File: config.mk
export PLATFORM = sky130hd
export DESIGN_NAME = useq_ctrl
export DESIGN_NICKNAME = d
export VERILOG_FILES = /design/src/rtl/useq_pkg.sv /design/src/rtl/useq_dispatch_rom.sv /design/src/rtl/useq_ucode_rom.sv /design/src/rtl/useq_next_addr.sv /design/src/rtl/useq_ctrl.sv
export SDC_FILE = /design/constraint.sdc
export NUM_CORES = 1
export LEC_CHECK = 0
export CORE_MARGIN = 2
export CORE_UTILIZATION = 30
export DETAILED_ROUTE_END_ITERATION = 7
export HOLD_SLACK_MARGIN = 0.06
export PLACE_DENSITY = 0.56
export SLEW_MARGIN = 20
export SYNTH_ARGS = -nofsm -noshare
export SYNTH_HDL_FRONTEND = slang
export SYNTH_SLANG_ARGS = --single-unit
File: constraint.sdc
create_clock -name clk -period 1.5 [get_ports clk]
set_input_delay 0.3 -clock clk [delete_from_list [all_inputs] [get_ports clk]]
set_output_delay 0.3 -clock clk [all_outputs]
set_load 0.005 [all_outputs]
File: src/rtl/useq_pkg.sv
// Shared widths, select encodings, micro-addresses and opcodes for the
// control sequencer. Assumes a 4-bit micro-PC and a 6-bit opcode.
package useq_pkg;
    localparam int UPC_W  = 4;
    localparam int OP_W   = 6;
    localparam int CTRL_W = 8;
    localparam int SEL_W  = 2;

    typedef logic [UPC_W-1:0]  upc_t;
    typedef logic [OP_W-1:0]   op_t;
    typedef logic [CTRL_W-1:0] ctrl_t;

    typedef enum logic [SEL_W-1:0] {
        SEL_ZERO = 2'b00,
        SEL_DISP = 2'b01,
        SEL_INC  = 2'b10,
        SEL_RSVD = 2'b11
    } nsel_e;

    typedef struct packed {
        nsel_e sel;
        ctrl_t ctrl;
    } uword_t;

    // Entry points of the microprogram
    localparam upc_t UA_FETCH  = 4'd0;
    localparam upc_t UA_DECODE = 4'd1;
    localparam upc_t UA_BEQ    = 4'd3;
    localparam upc_t UA_RTYPE  = 4'd4;
    localparam upc_t UA_ORI    = 4'd6;
    localparam upc_t UA_LOAD   = 4'd8;
    localparam upc_t UA_STORE  = 4'd11;

    // Opcodes that have a dispatch entry
    localparam op_t OP_RTYPE = 6'b000000;
    localparam op_t OP_BEQ   = 6'b000100;
    localparam op_t OP_ORI   = 6'b001101;
    localparam op_t OP_LOAD  = 6'b100011;
    localparam op_t OP_STORE = 6'b101011;
endpackage

File: src/rtl/useq_dispatch_rom.sv
// Opcode-to-entry-point lookup used on the decode step.
// Assumes: any opcode without an entry maps to the fetch address.
module useq_dispatch_rom
    import useq_pkg::*;
(
    input  op_t  opcode,
    output upc_t target
);
    // Map the opcode to the first micro-address of its execute sequence
    always_comb begin
        case (opcode)
            OP_RTYPE: target = UA_RTYPE;
            OP_BEQ:   target = UA_BEQ;
            OP_ORI:   target = UA_ORI;
            OP_LOAD:  target = UA_LOAD;
            OP_STORE: target = UA_STORE;
            default:  target = UA_FETCH;
        endcase
    end
endmodule

File: src/rtl/useq_ucode_rom.sv
// Microcode store: returns the next-address select and the datapath
// control bundle for one micro-address.
// Assumes: unused words carry select zero and an all-zero bundle.
module useq_ucode_rom
    import useq_pkg::*;
(
    input  upc_t   addr,
    output uword_t word
);
    // Look up the microinstruction at the current address
    always_comb begin
        word = '{sel: SEL_ZERO, ctrl: '0};
        case (addr)
            4'd0:  word = '{sel: SEL_INC,  ctrl: 8'h07}; // fetch
            4'd1:  word = '{sel: SEL_DISP, ctrl: 8'h00}; // decode
            4'd3:  word = '{sel: SEL_ZERO, ctrl: 8'h08}; // branch compare
            4'd4:  word = '{sel: SEL_INC,  ctrl: 8'h20}; // reg-reg ALU
            4'd5:  word = '{sel: SEL_ZERO, ctrl: 8'h60}; // reg-reg writeback
            4'd6:  word = '{sel: SEL_INC,  ctrl: 8'h30}; // or-imm ALU
            4'd7:  word = '{sel: SEL_ZERO, ctrl: 8'h70}; // or-imm writeback
            4'd8:  word = '{sel: SEL_INC,  ctrl: 8'h10}; // load address
            4'd9:  word = '{sel: SEL_INC,  ctrl: 8'h11}; // load read
            4'd10: word = '{sel: SEL_ZERO, ctrl: 8'h40}; // load writeback
            4'd11: word = '{sel: SEL_INC,  ctrl: 8'h10}; // store address
            4'd12: word = '{sel: SEL_RSVD, ctrl: 8'h90}; // store write
            default: word = '{sel: SEL_ZERO, ctrl: 8'h00};
        endcase
    end
endmodule

File: src/rtl/useq_next_addr.sv
// Next micro-address selector: zero, dispatch target or increment.
// Assumes: the reserved select code behaves like return-to-zero.
module useq_next_addr
    import useq_pkg::*;
(
    input  nsel_e sel,
    input  upc_t  cur,
    input  upc_t  disp,
    output upc_t  nxt
);
    // Choose the source of the next micro-PC value
    always_comb begin
        case (sel)
            SEL_INC:  nxt = cur + 1'b1;
            SEL_DISP: nxt = disp;
            default:  nxt = UA_FETCH;
        endcase
    end
endmodule

File: src/rtl/useq_ctrl.sv
// Microprogrammed control sequencer top. It holds the micro-PC and
// drives the control bundle of the current microinstruction.
// Assumes: opcode is stable around the edge that leaves the decode step.
module useq_ctrl
    import useq_pkg::*;
(
    input  logic              clk,
    input  logic              rst_n,
    input  logic [OP_W-1:0]   opcode,
    output logic [UPC_W-1:0]  upc,
    output logic [CTRL_W-1:0] ctrl
);
    upc_t   upc_q;
    upc_t   upc_nxt;
    upc_t   disp_tgt;
    uword_t uword;
    nsel_e  nsel;

    useq_ucode_rom u_rom (
        .addr (upc_q),
        .word (uword)
    );

    useq_dispatch_rom u_disp (
        .opcode (opcode),
        .target (disp_tgt)
    );

    assign nsel = uword.sel;

    useq_next_addr u_nxt (
        .sel  (nsel),
        .cur  (upc_q),
        .disp (disp_tgt),
        .nxt  (upc_nxt)
    );

    // Micro-PC register with synchronous active-low clear
    always_ff @(posedge clk) begin
        if (!rst_n) upc_q <= UA_FETCH;
        else        upc_q <= upc_nxt;
    end

    assign upc  = upc_q;
    assign ctrl = uword.ctrl;
endmodule

==> results.py <==
metrics = {
    "worst_setup_path": {
        "worstRegToRegCells": 7,
        "worst-endpoint-required_ps": 1700,
        "critical-path-top-delay-family": "simple AND/OR/NAND/NOR gates",
        "ff2ff_setup_slack_ps": -120,
        "slowest_delay_ps": 330,
        "critical_path.reg2reg.endpoint": "u_rom.word[8]",
        "path_cells": "inv_2, ha_4, nor4b_4, nand3_2, and3_4, or3_4, a211oi_2",
        "crit_type": "reg -> reg",
        "crit_buf_inv": 1,
        "end_kind": "flip-flop",
        "startpoint_type": "flip-flop",
        "rr_startpoint": "u_rom.word[9]",
        "critPathArrivalTime_ps": 1820,
        "path_max_fanout": 7,
        "timing.critical_path.slowest_stage_cell": "sky130_fd_sc_hd__dfxtp_2",
    },
    "outcome": {
        "run_status": "finished, violations left",
        "failed_checks": "negative setup slack",
    },
    "timing": {
        "slew_violations": 0,
        "post-route-worst-setup-slack_ps": -123.7,
        "clock.fmax_mhz": 615.9,
        "final.hold.worst_slack_ps": 639.3,
        "timing.slew.headroom_pct": 74.87,
        "rsz0062_at_grt": "yes",
        "finalSetupViolCount": 7,
        "timing.clock.skew_ps": 0.2287,
        "final.period_utilization_pct": 108.2,
        "fin_tns_setup_ps": -558.8,
        "worst_slew_pin_slew_ps": 376.1,
        "timing_hold_violations_final": 0,
        "post-route-min-period_ps": 1624,
    },
    "yosys": {
        "ys_seq_elements": 13,
        "ys_warn_count": 0,
        "synth-async-reset-ratio_pct": 0,
        "synth-edff-count": 0,
        "synth-seq-area-share_pct": 38.81,
        "syn_avg_cell_area_um2": 9.581,
        "synth_nets": 81,
        "synth_cells": 70,
        "ys_types": 38,
        "syn-cell-area_um2": 670.6,
        "synth-main-ff-cell": "sky130_fd_sc_hd__dfxtp_1",
    },
    "floorplan": {
        "fp.dieH_um": 51.28,
        "die_width_um": 51.28,
        "core_region_area_mm2": 0.002170,
        "placement_rows": 17,
        "io_pins": 20,
        "initial_core_util_pct": 30.91,
        "die_area_mm2": 0.002630,
    },
    "min_path": {
        "worst_hold_path.endpoint": "upc[1]",
        "worstHoldStart": "opcode[3]",
        "hold_path.class": "in -> reg",
        "hold_path_depth": 4,
    },
    "cells_and_area": {
        "drive_gt1_share_pct": 47.86,
        "area_growth_from_synthesis_to_layout_pct": 84.33,
        "finish.cell_count_without_fillers": 145,
        "layout.nets": 129,
        "postLayoutCoreUtil_pct": 56.98,
        "diodes": 0,
    },
    "pwr": {
        "cellLeakagePower_nw": 0.5205,
        "p_per_area_mw_per_mm2": 1505,
        "vdd.ir_drop.worst_uv": 712.1,
    },
    "global_routing": {
        "grt_first_pass_wirelength_um": 2932,
        "track_usage_pct": 15.13,
        "grt_overflow": 0,
        "first_global_vias": 655,
        "antenna_found_initial": 0,
        "grt_start_max_net_pins": 8,
    },
    "clock_tree": {
        "cts_htree_levels": 1,
        "cts.root.buffer_cell": "sky130_fd_sc_hd__clkbuf_4",
        "cts_tree": "done",
        "number_of_buffers_on_the_longest_clock_path": 2,
        "cts.sink_count": 13,
        "clock_insertion_delay_worst_skew_ps": 270,
        "holdBufCountCts": 0,
        "numCtsBuffers": 3,
        "clkTransAtPathRegs_ps": 80,
    },
    "place": {
        "io_buffer_count": 19,
        "finalWeightedCongestion": 0.7523,
        "dpl.cell_count": 133,
        "place.detailed.hpwl_um": 1260,
        "place_ws_ps": -605.5,
    },
    "routing": {
        "total_drc_errors_in_the_routed_layout": 0,
        "routed_wire_length_per_instance_um": 13.05,
        "vias": 692,
        "vias_per_cell": 4.772,
        "route.antenna.remaining_nets": 0,
        "postRouteWirelength_um": 1892,
        "drt_first_pass_iters": 4,
        "drt_iter0_drc": 12,
    },
    "flow_run": {
        "cap_viol_max_count": 0,
    },
}
==> through the flow <==
step                      power (W)  area (µm²)
after detailed placement   0.001333        1045
after CTS                  0.001694        1141
after global placement     0.001323        1045
after global routing       0.001983        1236
final                      0.001861        1236
after floorplan           0.0009960       703.2
==> kinds of logic after synthesis <==
group / synth area share [%]
mux: 1.493
simple gates: 30.78
buf+inv: 5.037
xor+xnor: 3.919
compound gates: 14.37
flops: 38.81
fa+ha+maj: 5.598
==> final cells by class <==
| class | count | area (µm²) |
|---|---|---|
| fill | 202 | 933.4 |
| multi-input combinational | 51 | 501.7 |
| timing repair buffer | 45 | 389.1 |
| sequential | 13 | 269.0 |
| tap | 28 | 35.03 |
| clock buffer | 4 | 26.28 |
| inverter | 4 | 15.01 |
==> state kept, by name, summed over array words and instances, names as in the netlist <==
signal,count
u_rom.word,9
upc,4
==> worst max-delay path by stage <==
stage                        from       endpoint  slack (ps)  cells past startpoint
global placement        opcode[5]  u_rom.word[6]        -570                      6
global route        u_rom.word[9]  u_rom.word[8]        -200                      7
floorplan           u_rom.word[9]  u_rom.word[6]         -40                      8
detailed placement      opcode[5]  u_rom.word[8]        -610                      6
CTS                 u_rom.word[9]  u_rom.word[8]        -150                      7
finish              u_rom.word[9]  u_rom.word[8]        -120                      7
==> placed cells by master, fill, tap and decap left out, types with 2 or more instances in the layout <==
cell type,count
sky130_fd_sc_hd__buf_4,24
sky130_fd_sc_hd__buf_6,2
sky130_fd_sc_hd__clkbuf_4,3
sky130_fd_sc_hd__clkdlybuf4s50_1,13
sky130_fd_sc_hd__dfxtp_1,8
sky130_fd_sc_hd__dfxtp_2,4
sky130_fd_sc_hd__dlygate4sd2_1,5
sky130_fd_sc_hd__ha_2,2
sky130_fd_sc_hd__inv_1,2
sky130_fd_sc_hd__inv_2,2
sky130_fd_sc_hd__nand2_1,3
sky130_fd_sc_hd__nand2_2,2
sky130_fd_sc_hd__nand2b_1,2
sky130_fd_sc_hd__nand3_1,2
sky130_fd_sc_hd__nand4_1,2
sky130_fd_sc_hd__nor2_1,4
sky130_fd_sc_hd__nor3_1,2
==> routing by layer <==
layer,global-route usage [%],wire [µm],vias to the layer above
li1,-,-,349
met1,19.00,830,323
met3,5.263,75,5
met5,0,0,-
met4,3.947,22,0
met2,24.68,964,15
==> cell usage after synthesis, types with 2 or more instances <==
library cell                n  share of area, %
sky130_fd_sc_hd__inv_1      3               1.7
sky130_fd_sc_hd__nand3_1    3               2.2
sky130_fd_sc_hd__nor2b_1    2               1.9
sky130_fd_sc_hd__xnor2_1    2               2.6
sky130_fd_sc_hd__nand2_1    5               2.8
sky130_fd_sc_hd__o21ai_0    2               1.5
sky130_fd_sc_hd__nand4_1    2               1.9
sky130_fd_sc_hd__dfxtp_1   13                39
sky130_fd_sc_hd__ha_1       3               5.6
sky130_fd_sc_hd__nor2_1     4               2.2
sky130_fd_sc_hd__nand2b_1   2               1.9
sky130_fd_sc_hd__or3_1      2               1.9
sky130_fd_sc_hd__nor3_1     2               1.5
==> what timing repair did <==
item                       in CTS  in global routing
setup endpoints to repair      13                 12
pin swaps                       4                  6
gates resized for setup        18                 11
buffers inserted                3                  5
cloned                          0                  0
==> worst reg2reg max path, stage by stage, from the launching register on <==
cell,delay [ps]
sky130_fd_sc_hd__dfxtp_2,330
sky130_fd_sc_hd__inv_2,50
sky130_fd_sc_hd__ha_4,120
sky130_fd_sc_hd__nor4b_4,210
sky130_fd_sc_hd__nand3_2,130
sky130_fd_sc_hd__and3_4,200
sky130_fd_sc_hd__or3_4,330
sky130_fd_sc_hd__a211oi_2,170
==> report_power, final <==
part           internal, W  switching, W  leakage, nW
Sequential        0.000440     0.0000540        0.108
Combinational     0.000646      0.000508        0.398
Clock             0.000103      0.000111       0.0150
Total              0.00119      0.000673        0.521
Power figures use the tool's default switching activity.
